`src/rtl/lane_seq_pkg.sv`:
```
package lane_seq_pkg;
  localparam int unsigned LANE_W = 8;
  localparam int unsigned LANES  = 2;
  localparam int unsigned DATA_W = LANE_W * LANES;

  typedef enum logic [1:0] {
    SEQ_IDLE   = 2'd0,
    SEQ_FIRST  = 2'd1,
    SEQ_SECOND = 2'd2
  } seq_state_e;

  function automatic logic [DATA_W-1:0] lane_dup(input logic [LANE_W-1:0] b);
    logic [DATA_W-1:0] r;
    for (int i = 0; i < int'(LANES); i++) r[i*LANE_W +: LANE_W] = b;
    return r;
  endfunction
endpackage

```
`src/rtl/lane_seq_ctl.sv`:
```
module lane_seq_ctl
  import lane_seq_pkg::*;
#(
  parameter int unsigned ADDR_W = 20
) (
  input  logic              clk_i,
  input  logic              rst_ni,
  input  logic              req_valid_i,
  input  logic              req_write_i,
  input  logic              req_word_i,
  input  logic [ADDR_W-1:0] req_addr_i,
  input  logic [DATA_W-1:0] req_wdata_i,
  input  logic              bus_ready_i,
  input  logic              two_cycle_i,
  output seq_state_e        state_o,
  output logic              write_o,
  output logic              word_o,
  output logic [ADDR_W-1:0] addr_o,
  output logic [DATA_W-1:0] wdata_o,
  output logic              cyc_done_o,
  output logic              done_o
);
  seq_state_e st_q, st_d;
  logic accept, last_cyc;

  assign accept     = (st_q == SEQ_IDLE) && req_valid_i;
  assign cyc_done_o = (st_q != SEQ_IDLE) && bus_ready_i;
  assign last_cyc   = cyc_done_o && ((st_q == SEQ_SECOND) || !two_cycle_i);

  always_comb begin
    st_d = st_q;
    unique case (st_q)
      SEQ_IDLE:   if (accept) st_d = SEQ_FIRST;
      SEQ_FIRST:  if (cyc_done_o) st_d = two_cycle_i ? SEQ_SECOND : SEQ_IDLE;
      SEQ_SECOND: if (cyc_done_o) st_d = SEQ_IDLE;
      default:    st_d = SEQ_IDLE;
    endcase
  end

  always_ff @(posedge clk_i or negedge rst_ni) begin
    if (!rst_ni) begin
      st_q    <= SEQ_IDLE;
      write_o <= 1'b0;
      word_o  <= 1'b0;
      addr_o  <= '0;
      wdata_o <= '0;
      done_o  <= 1'b0;
    end else begin
      st_q   <= st_d;
      done_o <= last_cyc;
      if (accept) begin
        write_o <= req_write_i;
        word_o  <= req_word_i;
        addr_o  <= req_addr_i;
        wdata_o <= req_wdata_i;
      end
    end
  end

  assign state_o = st_q;

  AST_SECOND_AFTER_FIRST: assert property (@(posedge clk_i) disable iff (!rst_ni)
    (st_q == SEQ_SECOND) |-> ($past(st_q) != SEQ_IDLE));
  AST_DONE_ONE_CYCLE: assert property (@(posedge clk_i) disable iff (!rst_ni)
    done_o |=> !done_o);
endmodule

```
`src/rtl/lane_plan.sv`:
```
module lane_plan
  import lane_seq_pkg::*;
#(
  parameter int unsigned ADDR_W = 20
) (
  input  logic              second_i,
  input  logic              word_i,
  input  logic [ADDR_W-1:0] addr_i,
  input  logic [DATA_W-1:0] wdata_i,
  output logic              two_cycle_o,
  output logic [ADDR_W-1:0] addr_o,
  output logic              bhe_n_o,
  output logic [DATA_W-1:0] wdata_o
);
  logic misal;
  assign misal       = word_i && addr_i[0];
  assign two_cycle_o = misal;
  // second half of a split word goes to the following even address
  assign addr_o      = second_i ? addr_i + ADDR_W'(1) : addr_i;

  always_comb begin
    if (word_i) bhe_n_o = misal && second_i;
    else        bhe_n_o = !addr_i[0];
  end

  always_comb begin
    if (word_i && !misal)  wdata_o = wdata_i;
    else if (misal && second_i) wdata_o = lane_dup(wdata_i[DATA_W-1 -: LANE_W]);
    else                   wdata_o = lane_dup(wdata_i[LANE_W-1:0]);
  end
endmodule

```
`src/rtl/lane_gather.sv`:
```
module lane_gather
  import lane_seq_pkg::*;
(
  input  logic              clk_i,
  input  logic              rst_ni,
  input  logic              cyc_done_i,
  input  logic              second_i,
  input  logic              write_i,
  input  logic              word_i,
  input  logic              a0_i,
  input  logic [DATA_W-1:0] bus_rdata_i,
  output logic [DATA_W-1:0] rdata_o
);
  logic [LANE_W-1:0] lo_lane, hi_lane;
  assign lo_lane = bus_rdata_i[LANE_W-1:0];
  assign hi_lane = bus_rdata_i[DATA_W-1 -: LANE_W];

  always_ff @(posedge clk_i or negedge rst_ni) begin
    if (!rst_ni) rdata_o <= '0;
    else if (cyc_done_i && !write_i) begin
      if (word_i && !a0_i)       rdata_o <= bus_rdata_i;
      else if (word_i && !second_i) rdata_o[LANE_W-1:0] <= hi_lane;
      else if (word_i)           rdata_o[DATA_W-1 -: LANE_W] <= lo_lane;
      else                       rdata_o <= {{(DATA_W-LANE_W){1'b0}}, (a0_i ? hi_lane : lo_lane)};
    end
  end

  AST_WRITE_KEEPS_RDATA: assert property (@(posedge clk_i) disable iff (!rst_ni)
    (cyc_done_i && write_i) |=> $stable(rdata_o));
endmodule

```
`src/rtl/lane_seq.sv`:
```
module lane_seq
  import lane_seq_pkg::*;
#(
  parameter int unsigned ADDR_W = 20
) (
  input  logic              clk_i,
  input  logic              rst_ni,
  input  logic              req_valid_i,
  input  logic              req_write_i,
  input  logic              req_word_i,
  input  logic [ADDR_W-1:0] req_addr_i,
  input  logic [15:0]       req_wdata_i,
  output logic              req_ready_o,
  output logic              done_o,
  output logic [15:0]       rdata_o,
  output logic              bus_active_o,
  output logic              bus_wr_o,
  output logic [ADDR_W-1:0] bus_addr_o,
  output logic              bus_bhe_no,
  output logic [15:0]       bus_wdata_o,
  input  logic [15:0]       bus_rdata_i,
  input  logic              bus_ready_i
);
  seq_state_e        st;
  logic              wr_q, word_q, cyc_done, two_cycle, second, p_bhe_n;
  logic [ADDR_W-1:0] addr_q, p_addr;
  logic [DATA_W-1:0] wdata_q, p_wdata;

  lane_seq_ctl #(.ADDR_W(ADDR_W)) u_ctl (
    .clk_i, .rst_ni, .req_valid_i, .req_write_i, .req_word_i, .req_addr_i,
    .req_wdata_i, .bus_ready_i, .two_cycle_i(two_cycle), .state_o(st),
    .write_o(wr_q), .word_o(word_q), .addr_o(addr_q), .wdata_o(wdata_q),
    .cyc_done_o(cyc_done), .done_o
  );

  assign second = (st == SEQ_SECOND);

  lane_plan #(.ADDR_W(ADDR_W)) u_plan (
    .second_i(second), .word_i(word_q), .addr_i(addr_q), .wdata_i(wdata_q),
    .two_cycle_o(two_cycle), .addr_o(p_addr), .bhe_n_o(p_bhe_n), .wdata_o(p_wdata)
  );

  lane_gather u_gather (
    .clk_i, .rst_ni, .cyc_done_i(cyc_done), .second_i(second), .write_i(wr_q),
    .word_i(word_q), .a0_i(addr_q[0]), .bus_rdata_i, .rdata_o
  );

  assign bus_active_o = (st != SEQ_IDLE);
  assign req_ready_o  = !bus_active_o;
  assign bus_wr_o     = bus_active_o && wr_q;
  assign bus_addr_o   = bus_active_o ? p_addr : '0;
  assign bus_bhe_no   = bus_active_o ? p_bhe_n : 1'b1;
  assign bus_wdata_o  = bus_active_o ? p_wdata : '0;

  AST_NO_RESERVED_LANE: assert property (@(posedge clk_i) disable iff (!rst_ni)
    bus_active_o |-> !(bus_bhe_no && bus_addr_o[0]));
  AST_HOLD_ON_WAIT: assert property (@(posedge clk_i) disable iff (!rst_ni)
    (bus_active_o && !bus_ready_i) |=> (bus_active_o && $stable(bus_addr_o) &&
      $stable(bus_bhe_no) && $stable(bus_wdata_o) && $stable(bus_wr_o)));
  AST_SPLIT_ORDER: assert property (@(posedge clk_i) disable iff (!rst_ni)
    (bus_active_o && $past(bus_active_o) && $past(bus_ready_i)) |->
      (bus_addr_o == $past(bus_addr_o) + ADDR_W'(1) && bus_bhe_no && !$past(bus_bhe_no)));
  AST_DONE_AFTER_CYCLE: assert property (@(posedge clk_i) disable iff (!rst_ni)
    done_o |-> $past(bus_active_o && bus_ready_i));
  AST_START_AFTER_REQ: assert property (@(posedge clk_i) disable iff (!rst_ni)
    $rose(bus_active_o) |-> $past(req_valid_i && req_ready_o));
endmodule

```
`config.mk`:
```
export PLATFORM = sky130hd
export DESIGN_NAME = lane_seq
export DESIGN_NICKNAME = d
export VERILOG_FILES = /design/src/rtl/lane_seq_pkg.sv /design/src/rtl/lane_seq_ctl.sv /design/src/rtl/lane_plan.sv /design/src/rtl/lane_gather.sv /design/src/rtl/lane_seq.sv
export SDC_FILE = /design/constraint.sdc
export NUM_CORES = 1
export LEC_CHECK = 0
export BUFFER_PORTS_ARGS = -buffer_cell sky130_fd_sc_hd__buf_2
export CAP_MARGIN = 20
export CORE_ASPECT_RATIO = 1.25
export CORE_MARGIN = 1
export CORE_UTILIZATION = 35
export DETAILED_ROUTE_END_ITERATION = 8
export HOLD_SLACK_MARGIN = 0.03
export SLEW_MARGIN = 20
export SYNTH_ARGS = -nofsm -noshare
export SYNTH_HDL_FRONTEND = slang
export SYNTH_SLANG_ARGS = --single-unit
```
`constraint.sdc`:
```
create_clock -name clk_i -period 2.6 [get_ports clk_i]
set_input_delay 0.52 -clock clk_i [delete_from_list [all_inputs] [get_ports clk_i]]
set_output_delay 0.52 -clock clk_i [all_outputs]
set_load 0.05 [all_outputs]
```
==> results of run 1 <==
==> cell type report <==
cell class / count / area [um^2]
Multi-Input combinational cell: 233 / 1659
Fill cell: 882 / 4461
Tap cell: 120 / 150.1
Timing Repair Buffer: 130 / 788.3
Clock inverter: 5 / 102.6
Inverter: 3 / 13.76
Clock buffer: 11 / 141.4
Sequential cell: 57 / 1433
==> routing by layer <==
| layer | track usage (%) | vias up | part of all wire [%] |
|---|---|---|---|
| li1 | - | 1345 | - |
| met1 | 22.20 | 1294 | 43 |
| met4 | 8.782 | 0 | 1.8 |
| met3 | 4.542 | 12 | 5.7 |
| met5 | 0 | - | 0 |
| met2 | 28.29 | 81 | 50 |
==> flip-flops by register name, summed over array words and instances, names as in the netlist <==
| name | count |
|---|---|
| u_ctl.addr_o | 20 |
| u_ctl.wdata_o | 16 |
| u_gather.rdata_o | 16 |
| u_ctl.state_o | 2 |
| u_ctl.done_o | 1 |
| u_ctl.word_o | 1 |
| u_ctl.write_o | 1 |
==> worst reg2reg max path, stage by stage (launching register included) <==
cell and delay, ns:
dfrtp_1 0.38, buf_4 0.19, or2_4 0.32, inv_4 0.18, and2_2 0.27, buf_12 0.23, mux2_2 0.38
==> cells in the mapped netlist <==
cell and count:
a21boi_0 1, buf_6 7, o21ai_0 19, a31o_2 3
nand2_1 56, o21ai_1 1, inv_1 2, mux2_1 6
nand3_1 7, nor4_1 2, nor2_1 26, nand2b_1 2
a22o_2 1, a31oi_1 3, clkbuf_2 1, a41o_1 3
mux2_2 40, dfrtp_1 57, a211oi_1 1, clkbuf_8 1
nor4_4 2, and3_2 1, nand4_1 1, inv_2 1
and3_1 3, mux2i_1 18, ha_1 1, o21ai_2 1
a22o_1 3, nand4b_4 1, nor3_1 4, and4_1 1
and2_1 2, nor2b_1 2, a21o_2 1, clkbuf_1 7
a21oi_1 11, buf_2 3, xnor2_1 7, or2_4 1
o22ai_1 2
==> per-stage QoR <==
step                      area, um^2  utilization (%)  setup TNS, ns
after floorplan                 3189                -              0
after global placement          3872            44.26              0
after detailed placement        3872            44.26              0
after CTS                       4169            47.65              0
after global routing            4288            49.01       -0.06688
final                           4288            49.01              0
==> path summary, 6_finish.rpt <==
kind	from	cells past startpoint	to
hold / removal	rst_ni	1	u_ctl.addr_o[5]
max in group asynchronous	rst_ni	2	u_ctl.wdata_o[5]
hold reg to reg	u_gather.rdata_o[3]	2	u_gather.rdata_o[3]
setup reg to reg	u_ctl.state_o[0]	6	u_ctl.wdata_o[8]
setup / recovery	u_ctl.state_o[1]	6	bus_addr_o[17]
min in group clk_i	req_addr_i[0]	3	u_ctl.addr_o[0]
==> logic make-up after synthesis <==
group,count (synthesis),synth area share [%]
buffers and inverters,22,4.708
adder cells (fa/ha/maj),1,0.3922
XOR/XNOR,7,1.922
AND/OR/NAND/NOR,111,16.59
multiplexers,64,21.89
AO/OA/AOI/OAI,50,9.769
flip-flops,57,44.72
==> cell usage in the layout, fill, tap and decap left out, drive strengths merged <==
cell type / n
a211oi: 1
inv: 3
a21o: 1
or2: 1
xnor2: 7
nor4: 4
a41o: 3
o21ai: 21
nor3: 4
a31o: 3
clkinv: 1
clkbuf: 14
nand2b: 2
buf: 127
clkinvlp: 1
ha: 1
dfrtp: 57
mux2i: 18
bufinv: 3
and2: 2
nand2: 56
mux2: 46
and3: 4
nand3: 7
a31oi: 3
nor2: 26
a21boi: 1
nand4b: 1
o22ai: 2
and4: 1
nor2b: 2
nand4: 1
a21oi: 11
a22o: 4
==> timing repair <==
action	4_1_cts	5_1_grt
setup endpoints to repair	29	21
cloned	0	1
pin swaps	2	5
hold buffers	0	0
buffers inserted	2	3
gates resized for setup	9	28
==> results.cfg, run 1 <==
[outcome]
status = completed

[floorplanning]
fp.dieArea_um2 = 9500
dieWidth_um = 87.38
core_um2 = 8748
chipHeight_um = 108.7
top_level_ports = 115
num_rows = 38
start_util_pct = 36.46

[cts]
cts_made_buffers = 9
clockBufferDepth = 2
cts_tree = yes
h-tree-depth = 3
root_buffer = clkbuf_8
clkTransAtPathRegs_ns = 0.07
insertion_delay_ns = 0.34
clock-sinks = 57

[synth]
synth_top_area_share_pct = 44.72
synthCells = 312
syn_avg_cell_area_um2 = 10.22
synth.area.top_cells = dfrtp_1 45%, mux2_2 14%, nand2_1 6.6%
syn-num-nets = 371
synth_area_um2 = 3189
ys_seq_area_share_pct = 44.72
synth.ff_latch_count = 57
synth.distinct_cells = 41
synth_area_leader_cell = dfrtp_1
synth_warnings = 0

[routing]
routedWlPerCell_um = 14.17
drtPass1Iterations = 4
drt_wl_total_mm = 7.919
viasPerCell = 4.887
vias = 2732
drc = 0
drt_iter0_markers = 49
antenna_left = 0

[job]
drv_cap = 0

[worst_setup_path]
crit_path_top_delay_cell = dfrtp_2
slowest_delay_ns = 0.44
worst_ep_required_time_ns = 2.08
path_delay_family = simple AND/OR/NAND/NOR gates
worstPathCellList = nand4b_4 > nor4_4 > buf_6 > a31oi_1 > a41o_1 > buf_2
path_max_fanout = 8
endpoint_kind = output pin
worst_ep_arrival_time_ns = 2.00
reg2reg_setup_slack_ns = 0.53
path_buf_inv = 2
path_class = reg -> out
cp-start-kind = flip-flop

[place]
place_ws_ns = 0.07710
dp_hpwl_mm = 5.718
gp_congestion = 0.7163
dp_cells = 537
portBuffers = 114

[sta]
drv_slew = 0
setup_viol = 0
fmax_ghz = 0.3975
period_needed_ns = 2.516
fin_skew_ns = 0.01265
hold_viol = 0
period_share_pct = 96.76
setup_slack_ns = 0.08422
relSlewSlack_pct = 55.50
holdWs_ns = 0.2083
tightest_slew_ns = 0.6675
grt_setup_unrepaired = true

[layout]
drive_above_1_share_pct = 47.84
fin_nets = 493
antennaDiodeCount = 0
final_cell_count_no_fill = 559
area_delta_synth_final_pct = 34.44

[global_route]
grt_start_max_net_pins = 36
grt-ovfl-total = 0
grt_pass1_vias = 2651
grt_pass1_wl_mm = 12.55
antenna_found_initial = 0
grt.total_usage_pct = 17.73

[hold_path]
hold_path.class = in -> async
Power of run 1 is not shown: default switching activity piles up to over one toggle a cycle in this logic, so the estimate is an artifact.
==> inputs of run 2 (changes only) <==
--- a/config.mk
+++ b/config.mk
@@ -12,6 +12,7 @@
 export CORE_UTILIZATION = 35
 export DETAILED_ROUTE_END_ITERATION = 8
 export HOLD_SLACK_MARGIN = 0.03
+export PLACE_DENSITY = 0.66
 export SLEW_MARGIN = 20
 export SYNTH_ARGS = -nofsm -noshare
 export SYNTH_HDL_FRONTEND = slang
==> results.cfg, run 2 (same netlist as run 1, synthesis figures left out) <==
[layout]
multi_input_area_um2 = 1643
register_area_um2 = 1433
largest_reg_flops = 20
area_delta_synth_final_pct = 31.86
fin_area_um2 = 4205
layout.cells.most_common = buf_2
layout_common_cells = 113 x buf_2, 55 x nand2_1, 52 x dfrtp_1
finalCoreUtilization_pct = 48.07
fin_nets = 493
fill_cells = 879
top_register = u_ctl.addr_o
drive_above_1_share_pct = 47.61
reg_top3 = u_ctl.addr_o: 20 flops, u_ctl.wdata_o: 16 flops, u_gather.rdata_o: 16 flops
antennaDiodeCount = 0

[global_route]
grt_start_max_net_pins = 36
grt_pass1_vias = 2684
antenna_found_initial = 0
grt.total_usage_pct = 17.11
grt-ovfl-total = 0
grt_pass1_wl_mm = 12.32

[floorplanning]
dieWidth_um = 87.38
num_rows = 38
top_level_ports = 115
core_um2 = 8748
chipHeight_um = 108.7
fp.dieArea_um2 = 9500
start_util_pct = 36.46

[worst_setup_path]
path_class = reg -> out
worst_ep_required_time_ns = 2.08
reg2reg_setup_slack_ns = 0.68
r2r_cells = 5
path_max_fanout = 5
worst_ep_arrival_time_ns = 2.00
worst_r2r_endpoint = u_ctl.wdata_o[4]
cp-start-kind = flip-flop
reg2reg_from = u_ctl.state_o[1]
startpoint = u_ctl.addr_o[0]
endpoint_kind = output pin

[routing]
antenna_left = 0
drc = 0
drtPass1Iterations = 4
drt_iter0_markers = 86
drt_wl_total_mm = 7.819
routedWlPerCell_um = 13.99
viasPerCell = 4.893
vias = 2735

[sta]
grt_setup_unrepaired = true
period_needed_ns = 2.520
fmax_ghz = 0.3968
tightest_slew_ns = 0.5010
hold_viol = 0
drv_slew = 0
setup_viol = 0
relSlewSlack_pct = 66.51
period_share_pct = 96.92
fin_skew_ns = 0.01122
setup_slack_ns = 0.08007

[cts]
clockBufferDepth = 2
cts_tree = yes
h-tree-depth = 3
clkTransAtPathRegs_ns = 0.07
clock-sinks = 57
insertion_delay_ns = 0.34
root_buffer = clkbuf_8
cts_made_buffers = 9
cts_hold_buf = 0

[place]
portBuffers = 114
dp_hpwl_mm = 5.775
place_ws_ns = 0.1131
gp_congestion = 0.7434
place_area_um2 = 3860

[outcome]
status = completed

[job]
drv_cap = 0

[hold_path]
hold_path.class = in -> async
run 2: cell types whose count changed in the layout (fill, tap and decap cells not counted):
| cell | delta |
|---|---|
| buf_2 | +7 |
| ha_2 | +1 |
| bufinv_16 | -1 |
| buf_4 | +2 |
| clkbuf_4 | -2 |
| clkinvlp_4 | +1 |
| buf_12 | -1 |
| nor4_1 | +1 |
| clkbuf_8 | +1 |
| clkinv_2 | -1 |
| buf_6 | -6 |
| nor4_2 | -1 |
| ha_4 | -1 |
run 2: worst max-delay path by stage:
stage	depth (start not counted)	slack, ns	end
after floorplan	5	0.05	bus_addr_o[14]
after global placement	6	0.20	bus_addr_o[19]
after detailed placement	6	0.11	bus_addr_o[19]
after CTS	7	0.007	bus_addr_o[14]
after global routing	7	-0.02	bus_addr_o[14]
final	7	0.08	bus_addr_o[18]
run 2: cell type report:
cell class / count / share of cell area, %
timing repair buffer: 130 / 17.49
sequential: 57 / 34.07
inverter: 3 / 0.3273
clock buffer: 12 / 3.689
clock inverter: 4 / 1.785
multi-input combinational: 233 / 39.07
tap: 120 / 3.570
run 2: metrics by stage:
step | setup TNS (ns) | std cells | hold slack [ns]
5_1_grt | -0.03773 | 559 | 0.1773
2_1_floorplan | 0 | 312 | 0.2244
6_report | 0 | 559 | 0.1657
3_3_place_gp | 0 | 537 | 0.4606
4_1_cts | 0 | 557 | 0.1733
3_5_place_dp | 0 | 537 | 0.4693
run 2: critical path, stage by stage, from the launching register on:
cell and delay (ns):
dfrtp_2 0.41, ha_2 0.21, nand2_2 0.10, nor4_4 0.27, buf_4 0.18, a21oi_1 0.07, a31o_2 0.21, buf_2 0.21
run 2: what timing repair did:
action,in CTS,in global routing
gates cloned,0,1
setup buffers,4,1
endpoints found under the setup margin,18,28
pin swaps,2,0
resized for setup,8,10
run 2: per-layer routing:
| layer | GRT usage [%] | up-vias | part of all wire, % |
|---|---|---|---|
| li1 | - | 1336 | - |
| met2 | 27.51 | 73 | 48 |
| met4 | 7.026 | 0 | 1.4 |
| met3 | 5.450 | 10 | 6.1 |
| met5 | 0 | - | 0 |
| met1 | 21.15 | 1316 | 44 |
Power of run 2 is left out for the same reason.
==> inputs of run 3 (changes only) <==
--- a/config.mk
+++ b/config.mk
@@ -9,10 +9,10 @@
 export CAP_MARGIN = 20
 export CORE_ASPECT_RATIO = 1.25
 export CORE_MARGIN = 1
-export CORE_UTILIZATION = 35
+export CORE_UTILIZATION = 42
 export DETAILED_ROUTE_END_ITERATION = 8
 export HOLD_SLACK_MARGIN = 0.03
-export PLACE_DENSITY = 0.66
+export PLACE_DENSITY = 0.75
 export SLEW_MARGIN = 20
 export SYNTH_ARGS = -nofsm -noshare
 export SYNTH_HDL_FRONTEND = slang
==> results.cfg, run 3 (same netlist as run 1, synthesis figures left out) <==
[outcome]
status = completed

[global_route]
antenna_found_initial = 0
grt.total_usage_pct = 19.37
grt_start_max_net_pins = 30
grt_pass1_wl_mm = 11.73
grt_pass1_vias = 2521
grt-ovfl-total = 0

[hold_path]
hold_path.class = in -> async

[worst_setup_path]
crit_path_top_delay_cell = dfrtp_2
slowest_delay_ns = 0.49
worstPathCellList = nand4b_4 > buf_4 > nor2_2 > a31oi_1 > a41o_1 > buf_2
path_class = reg -> out
endpoint_kind = output pin
path_delay_family = flip-flops
reg2reg_setup_slack_ns = 0.57
path_buf_inv = 2
worst_ep_arrival_time_ns = 2.00
path_max_fanout = 11
cp-start-kind = flip-flop
worst_ep_required_time_ns = 2.08

[routing]
drtPass1Iterations = 4
vias = 2744
drt_iter0_markers = 105
drc = 0
antenna_left = 0
routedWlPerCell_um = 14.26
drt_wl_total_mm = 7.599
viasPerCell = 5.148

[layout]
antennaDiodeCount = 0
top_register = u_ctl.addr_o
layout_common_cells = 105 x buf_2, 55 x nand2_1, 51 x dfrtp_1
fin_nets = 495
largest_reg_flops = 20
area_delta_synth_final_pct = 32.44
reg_top3 = u_ctl.addr_o: 20 flops, u_ctl.wdata_o: 16 flops, u_gather.rdata_o: 16 flops
layout.cells.most_common = buf_2
drive_above_1_share_pct = 48.98

[place]
gp_congestion = 0.7603
place_ws_ns = 0.1753
portBuffers = 114
dp_hpwl_mm = 5.516

[cts]
clock-sinks = 57
insertion_delay_ns = 0.35
cts_made_buffers = 9
clkTransAtPathRegs_ns = 0.08
clockBufferDepth = 2
root_buffer = clkbuf_8
cts_hold_buf = 0
cts_tree = yes
h-tree-depth = 3

[floorplanning]
fp.dieArea_um2 = 7948
top_level_ports = 115
chipHeight_um = 99.43
core_um2 = 7357
start_util_pct = 43.35
num_rows = 35
dieWidth_um = 79.94

[sta]
setup_slack_ns = 0.08130
period_share_pct = 96.87
relSlewSlack_pct = 56.71
setup_viol = 0
drv_slew = 0
fin_skew_ns = 0.01506
period_needed_ns = 2.519
fmax_ghz = 0.3970
grt_setup_unrepaired = true
tightest_slew_ns = 0.6493
holdWs_ns = 0.1986
hold_viol = 0

[job]
drv_cap = 0
[run 3: final cells by class]
cell class / instances / area (um^2)
Clock inverter: 5 / 77.57
Inverter: 3 / 11.26
Sequential cell: 57 / 1434
Clock buffer: 11 / 151.4
Multi-Input combinational cell: 233 / 1677
Tap cell: 92 / 115.1
Fill cell: 666 / 3133
Timing Repair Buffer: 132 / 758.2
[run 3: metrics by stage]
stage / utilization (%) / TNS (ns) / instance area, um^2 / instances
2_1_floorplan: - / 0 / 3189 / 312
3_3_place_gp: 51.72 / 0 / 3805 / 508
3_5_place_dp: 51.72 / 0 / 3805 / 508
4_1_cts: 55.68 / -0.03697 / 4096 / 527
5_1_grt: 57.42 / -0.06721 / 4224 / 533
6_report: 57.42 / 0 / 4224 / 533
[run 3: layer usage]
layer	wire length, um	up-vias	global-route usage, %
met5	0	-	0
met2	3694	96	32.02
met4	123	0	9.066
met3	535	10	5.321
met1	3245	1294	23.21
li1	-	1344	-
[run 3: repair_timing]
action	CTS	global route
pin swaps	2	2
setup endpoints to repair	23	29
setup buffers	3	5
gates resized for setup	11	25
cloned	0	1
[run 3: worst register-to-register path, cell delays in order (launching register included)]
cell	delay [ns]
dfrtp_2	0.48
or2_4	0.35
inv_2	0.18
and2_2	0.18
buf_4	0.33
mux2_2	0.40
[run 3: final timing paths]
kind | from | to | cells after the start
min in group clk_i | req_word_i | u_ctl.word_o | 2
max in group asynchronous | rst_ni | u_ctl.state_o[1] | 2
setup / recovery | u_ctl.state_o[0] | bus_addr_o[11] | 6
hold reg to reg | u_gather.rdata_o[2] | u_gather.rdata_o[2] | 2
hold / removal | rst_ni | u_gather.rdata_o[12] | 1
setup reg to reg | u_ctl.state_o[1] | u_ctl.wdata_o[1] | 5
Power of run 3 is left out for the same reason.
